### src/rtl/pus_pkg.sv
package pus_pkg;
  typedef enum logic {
    ORDER_DIR   = 1'b0,
    ORDER_GUARD = 1'b1
  } order_mode_e;

  // register selectors seen by the tone generator
  localparam int unsigned SEL_LO = 0;
  localparam int unsigned SEL_HI = 1;

  // the longest sequence (guard ordering) needs three writes
  localparam int unsigned SEQ_MAX = 3;
endpackage

### src/rtl/pus_shadow.sv
module pus_shadow #(
  parameter int unsigned PER_W = 12
) (
  input  logic             clk,
  input  logic             rst_n,
  input  logic             capture,
  input  logic [PER_W-1:0] capture_val,
  input  logic             commit,
  output logic [PER_W-1:0] cur_period
);
  logic [PER_W-1:0] pending_q;
  logic [PER_W-1:0] shadow_q;

  always_ff @(posedge clk) begin
    if (!rst_n) begin
      pending_q <= '0;
      shadow_q  <= '0;
    end else begin
      if (capture) pending_q <= capture_val;
      if (commit)  shadow_q  <= pending_q;
    end
  end

  assign cur_period = shadow_q;
endmodule

### src/rtl/pus_planner.sv
module pus_planner
  import pus_pkg::*;
#(
  parameter int unsigned PER_W   = 12,
  parameter int unsigned DATA_W  = 8,
  parameter int unsigned ADDR_W  = 1,
  parameter int unsigned MAX_OPS = SEQ_MAX,
  parameter int unsigned CNT_W   = $clog2(MAX_OPS + 1)
) (
  input  order_mode_e       mode,
  input  logic [PER_W-1:0]  cur_p,
  input  logic [PER_W-1:0]  new_p,
  output logic [CNT_W-1:0]  n_ops,
  output logic [ADDR_W-1:0] op_addr [MAX_OPS],
  output logic [DATA_W-1:0] op_data [MAX_OPS]
);
  localparam int unsigned HI_W  = PER_W - DATA_W;
  localparam int unsigned PAD_W = DATA_W - HI_W;

  logic [DATA_W-1:0] lo_new, hi_new;
  logic              lo_diff, hi_diff, shrinking;
  logic [ADDR_W-1:0] a_lo, a_hi;

  assign a_lo      = ADDR_W'(SEL_LO);
  assign a_hi      = ADDR_W'(SEL_HI);
  assign lo_new    = new_p[DATA_W-1:0];
  assign hi_new    = {{PAD_W{1'b0}}, new_p[PER_W-1:DATA_W]};
  assign lo_diff   = (new_p[DATA_W-1:0] != cur_p[DATA_W-1:0]);
  assign hi_diff   = (new_p[PER_W-1:DATA_W] != cur_p[PER_W-1:DATA_W]);
  assign shrinking = (new_p < cur_p);

  always_comb begin
    n_ops = '0;
    for (int i = 0; i < MAX_OPS; i++) begin
      op_addr[i] = '0;
      op_data[i] = '0;
    end
    if (lo_diff && hi_diff) begin
      if (mode == ORDER_GUARD) begin
        n_ops      = CNT_W'(3);
        op_addr[0] = a_lo;  op_data[0] = '1;
        op_addr[1] = a_hi;  op_data[1] = hi_new;
        op_addr[2] = a_lo;  op_data[2] = lo_new;
      end else if (shrinking) begin
        n_ops      = CNT_W'(2);
        op_addr[0] = a_lo;  op_data[0] = lo_new;
        op_addr[1] = a_hi;  op_data[1] = hi_new;
      end else begin
        n_ops      = CNT_W'(2);
        op_addr[0] = a_hi;  op_data[0] = hi_new;
        op_addr[1] = a_lo;  op_data[1] = lo_new;
      end
    end else if (lo_diff) begin
      n_ops      = CNT_W'(1);
      op_addr[0] = a_lo;  op_data[0] = lo_new;
    end else if (hi_diff) begin
      n_ops      = CNT_W'(1);
      op_addr[0] = a_hi;  op_data[0] = hi_new;
    end
  end
endmodule

### src/rtl/pus_issuer.sv
module pus_issuer #(
  parameter int unsigned DATA_W  = 8,
  parameter int unsigned ADDR_W  = 1,
  parameter int unsigned MAX_OPS = 3,
  parameter int unsigned CNT_W   = $clog2(MAX_OPS + 1)
) (
  input  logic              clk,
  input  logic              rst_n,
  input  logic              load,
  input  logic [CNT_W-1:0]  plan_cnt,
  input  logic [ADDR_W-1:0] plan_addr [MAX_OPS],
  input  logic [DATA_W-1:0] plan_data [MAX_OPS],
  output logic              busy,
  output logic              last,
  output logic              wr_en,
  output logic [ADDR_W-1:0] wr_addr,
  output logic [DATA_W-1:0] wr_data
);
  localparam int unsigned IDX_W = (MAX_OPS > 1) ? $clog2(MAX_OPS) : 1;

  logic [ADDR_W-1:0] q_addr [MAX_OPS];
  logic [DATA_W-1:0] q_data [MAX_OPS];
  logic [IDX_W-1:0]  idx_q;
  logic [CNT_W-1:0]  cnt_q;
  logic              busy_q;

  assign last = busy_q && ((CNT_W'(idx_q) + CNT_W'(1)) == cnt_q);

  always_ff @(posedge clk) begin
    if (!rst_n) begin
      busy_q <= 1'b0;
      idx_q  <= '0;
      cnt_q  <= '0;
      for (int i = 0; i < MAX_OPS; i++) begin
        q_addr[i] <= '0;
        q_data[i] <= '0;
      end
    end else if (load && (plan_cnt != '0)) begin
      busy_q <= 1'b1;
      idx_q  <= '0;
      cnt_q  <= plan_cnt;
      for (int i = 0; i < MAX_OPS; i++) begin
        q_addr[i] <= plan_addr[i];
        q_data[i] <= plan_data[i];
      end
    end else if (busy_q) begin
      if (last) busy_q <= 1'b0;
      else      idx_q  <= idx_q + IDX_W'(1);
    end
  end

  assign busy    = busy_q;
  assign wr_en   = busy_q;
  assign wr_addr = q_addr[idx_q];
  assign wr_data = q_data[idx_q];
endmodule

### src/rtl/period_update_seq.sv
module period_update_seq
  import pus_pkg::*;
#(
  parameter int unsigned PER_W  = 12,
  parameter int unsigned DATA_W = 8,
  parameter int unsigned ADDR_W = 1
) (
  input  logic              clk,
  input  logic              rst_n,
  input  logic              order_mode,
  input  logic              req_valid,
  output logic              req_ready,
  input  logic [PER_W-1:0]  req_period,
  output logic              wr_en,
  output logic [ADDR_W-1:0] wr_addr,
  output logic [DATA_W-1:0] wr_data
);
  localparam int unsigned MAX_OPS = SEQ_MAX;
  localparam int unsigned CNT_W   = $clog2(MAX_OPS + 1);

  logic              accept, busy, last;
  logic [PER_W-1:0]  cur_period;
  logic [CNT_W-1:0]  plan_cnt;
  logic [ADDR_W-1:0] plan_addr [MAX_OPS];
  logic [DATA_W-1:0] plan_data [MAX_OPS];
  order_mode_e       mode_sel;

  assign req_ready = !busy;
  assign accept    = req_valid && req_ready;
  assign mode_sel  = order_mode_e'(order_mode);

  pus_shadow #(.PER_W(PER_W)) u_shadow (
    .clk         (clk),
    .rst_n       (rst_n),
    .capture     (accept),
    .capture_val (req_period),
    .commit      (last),
    .cur_period  (cur_period)
  );

  pus_planner #(
    .PER_W(PER_W), .DATA_W(DATA_W), .ADDR_W(ADDR_W),
    .MAX_OPS(MAX_OPS), .CNT_W(CNT_W)
  ) u_planner (
    .mode    (mode_sel),
    .cur_p   (cur_period),
    .new_p   (req_period),
    .n_ops   (plan_cnt),
    .op_addr (plan_addr),
    .op_data (plan_data)
  );

  pus_issuer #(
    .DATA_W(DATA_W), .ADDR_W(ADDR_W), .MAX_OPS(MAX_OPS), .CNT_W(CNT_W)
  ) u_issuer (
    .clk       (clk),
    .rst_n     (rst_n),
    .load      (accept),
    .plan_cnt  (plan_cnt),
    .plan_addr (plan_addr),
    .plan_data (plan_data),
    .busy      (busy),
    .last      (last),
    .wr_en     (wr_en),
    .wr_addr   (wr_addr),
    .wr_data   (wr_data)
  );
endmodule

### config.mk
export PLATFORM = sky130hd
export DESIGN_NAME = period_update_seq
export DESIGN_NICKNAME = d
export VERILOG_FILES = /design/src/rtl/pus_pkg.sv /design/src/rtl/pus_shadow.sv /design/src/rtl/pus_planner.sv /design/src/rtl/pus_issuer.sv /design/src/rtl/period_update_seq.sv
export SDC_FILE = /design/constraint.sdc
export NUM_CORES = 1
export LEC_CHECK = 0
export CORE_MARGIN = 5
export CORE_UTILIZATION = 45
export CTS_CLUSTER_DIAMETER = 200
export DETAILED_ROUTE_END_ITERATION = 10
export GPL_TIMING_DRIVEN = 0
export PLACE_DENSITY = 0.63
export SLEW_MARGIN = 20
export SYNTH_ARGS = -nofsm -noshare
export SYNTH_HDL_FRONTEND = slang
export SYNTH_SLANG_ARGS = --single-unit
### constraint.sdc
create_clock -name clk -period 5.6 [get_ports clk]
set_clock_uncertainty 0.1 [all_clocks]
set_input_delay 0.84 -clock clk [delete_from_list [all_inputs] [get_ports clk]]
set_output_delay 0.84 -clock clk [all_outputs]
set_load 0.02 [all_outputs]
==> flow_metrics.tcl <==
set metrics [dict create \
    grt_max_degree 30 \
    p_leak_nw 1.39 \
    syn_area_um2 2850 \
    dpl_worst_slack_ns 1.70 \
    r2r-end "u_issuer.q_data[2][2]" \
    startpoint_type "input pin" \
    drc_errors 0 \
    synth_top_area_share_pct 27.4 \
    wl_per_cell_um 14.6 \
    port_buffers 26 \
    final_cell_mix "nand2_1, dfxtp_1, clkdlybuf4s50_1, edfxtp_1" \
    cts_buffer_depth 2 \
    relSlewSlack_pct 57.8 \
    grt_usage_pct 16.8 \
    overflow 0 \
    antenna_left 0 \
    clock-sinks 57 \
    post_cts_resized 0 \
    initial_core_util_pct 45.7 \
    drtPass1Iterations 4 \
    viasPerCell 5.18 \
    die_h_um 89.6 \
    r2r_start "u_shadow.cur_period[6]" \
    diodes 0 \
    endpoint_kind "flop" \
    path_class "in -> reg" \
    ir_drop_mv 0.191 \
    row_count 29 \
    synth_warnings 0 \
    routed.top_layer "met4" \
    worstPathArrival_ns 2.98 \
    max_freq_ghz 0.319 \
    drt-met1-wl_mm 2.80 \
    area_growth_pct 20.3 \
    cp.required_ns 5.44 \
    hold_depth 2 \
    crit_fanout 29 \
    finalWirelength_mm 5.93 \
    grt_pass1_wl_mm 9.97 \
    cts_root_buf "clkbuf_8" \
    die_width_um 89.6 \
    r2r_cells 7 \
    ys_types 46 \
    hpwl_mm 4.34 \
    r2r_setup_slack_ns 3.18 \
    numCtsBuffers 9 \
    netlist_instances 287 \
    post-route-min-period_ns 3.14 \
    final_core_util_pct 55.0 \
    power.density_nw_per_um2 304 \
    hold_path_class "reg -> reg" \
    drt_iter0_drc 113 \
    cts_max_level 3 \
    met2WireLength_mm 2.67 \
    clock_latency_ns 0.34 \
    first_global_vias 2016 \
    holdPathEnd "u_shadow.pending_q[2]" \
    cts_hold_buf 0 \
    setup_ws_ns 2.46 \
    cts_setup_buffers 0 \
    final.period_utilization_pct 56.0 \
    final_common_cell "nand2_1" \
    tightest_slew_ns 0.631 \
    vias 2104 \
    die-area_um2 8030 \
    synth_area_leaders "edfxtp_1, dfxtp_1, mux2i_1" \
    cts_tree "done" \
    drv_slew 0 \
    ys_seq_elements 57 \
    fp.coreArea_um2 6240 \
    setup-tns-final_ns 0 \
    maxCapViolCount 0 \
    pin_count 27 \
    rsz0062_at_grt "no" \
    antenna_found_initial 0 \
    gp_congestion 0.837 \
    outcome "finished, final reports clean" \
    min_from "u_shadow.pending_q[2]" \
    synth.largest_area_cell "edfxtp_1" \
    nNetsFinal 352 \
    drive_gt1_share_pct 12.2 \
    fill_cells 583 \
    clkTransAtPathRegs_ns 0.06 \
    synth.avg_cell_area_um2 9.94 \
    setup_viol 0 \
    wl_met3_um 251 \
    syn-num-nets 315 \
    hold_viol 0 \
    ys_seq_area_share_pct 49.1 \
]
==> report_power, final <==
| group | internal [mW] | switching [mW] | leakage [nW] |
|---|---|---|---|
| clock network | 0.259 | 0.163 | 0.110 |
| registers | 0.463 | 0.0103 | 0.535 |
| logic | 0.0626 | 0.0850 | 0.748 |
==> Yosys cell counts (all sizes together) <==
| cell | number |
|---|---|
| and3 | 11 |
| o31ai | 1 |
| clkbuf | 6 |
| nor4b | 1 |
| edfxtp | 26 |
| a31oi | 1 |
| o31a | 1 |
| o211ai | 3 |
| a21o | 1 |
| nor3 | 4 |
| dfxtp | 31 |
| xor2 | 2 |
| nand2b | 2 |
| ha | 12 |
| a21oi | 24 |
| xnor2 | 1 |
| nand2 | 53 |
| mux2i | 24 |
| nor3b | 1 |
| a32oi | 1 |
| buf | 6 |
| o211a | 2 |
| o41ai | 1 |
| a41oi | 2 |
| nor4 | 1 |
| o21ai | 14 |
| inv | 17 |
| nor2 | 24 |
| nand3 | 4 |
| nor2b | 2 |
| a211oi | 3 |
| or2 | 1 |
| nand4 | 4 |
==> routing by layer <==
metal / GRT usage, % / vias to the layer above
met2: 24.9 / 40
met3: 4.01 / 16
li1: - / 1083
met1: 21.8 / 965
met5: 0 / -
met4: 10.8 / 0
==> worst max-delay path by stage <==
stage | start | to | slack, ns | cells after the start
after detailed placement | req_period[3] | u_issuer.q_data[1][4] | 1.70 | 7
final | req_period[3] | u_issuer.q_data[2][2] | 2.46 | 7
after floorplan | req_period[6] | u_issuer.q_addr[0] | 2.72 | 6
after global routing | req_period[3] | u_issuer.q_data[2][2] | 2.26 | 7
after CTS | req_period[3] | u_issuer.q_data[2][2] | 2.08 | 7
after global placement | req_period[6] | u_issuer.q_data[2][5] | 1.71 | 7
==> worst max-delay path: stages <==
cell             delay (ns)
clkdlybuf4s50_1        0.58
ha_1                   0.43
nand4_1                0.13
or2_1                  0.24
buf_6                  0.14
o21ai_2                0.20
nand2_2                0.41
==> stage by stage <==
step                      hold WS, ns  cells  power, mW  area [µm²]
after floorplan                 0.336    287      0.572        2850
after global placement          0.343    390      0.628        3210
after detailed placement        0.347    390      0.632        3210
after CTS                       0.356    406       1.05        3430
after global routing            0.369    406       1.09        3430
final                           0.354    406       1.04        3430
==> cell families after synthesis <==
logic type | count (synthesis) | synth area share [%]
XOR/XNOR | 3 | 0.921
adder cells (fa/ha/maj) | 12 | 5.26
flip-flops | 57 | 49.1
AND/OR/NAND/NOR | 108 | 19.2
AO/OA/AOI/OAI | 54 | 12.2
buffers and inverters | 29 | 4.82
multiplexers | 24 | 8.42
==> layout make-up <==
cell class / count / area [µm²] / share of cell area [%]
Timing Repair Buffer: 26 / 260 / 7.58
Sequential cell: 57 / 1400 / 40.8
Inverter: 17 / 63.8 / 1.86
Clock inverter: 6 / 81.3 / 2.37
Clock buffer: 10 / 138 / 4.01
Multi-Input combinational cell: 201 / 1320 / 38.4
Buffer: 12 / 73.8 / 2.15
Tap cell: 77 / 96.3 / 2.81
==> state kept, by name, indices dropped and copies added, names as in the netlist, named ones only <==
register	flops
u_issuer.cnt_q	2
u_issuer.idx_q	2
u_issuer.q_addr	2
u_issuer.busy	1
u_shadow.cur_period	12
u_shadow.pending_q	12
u_issuer.q_data	24
Power figures use the tool's default switching activity.
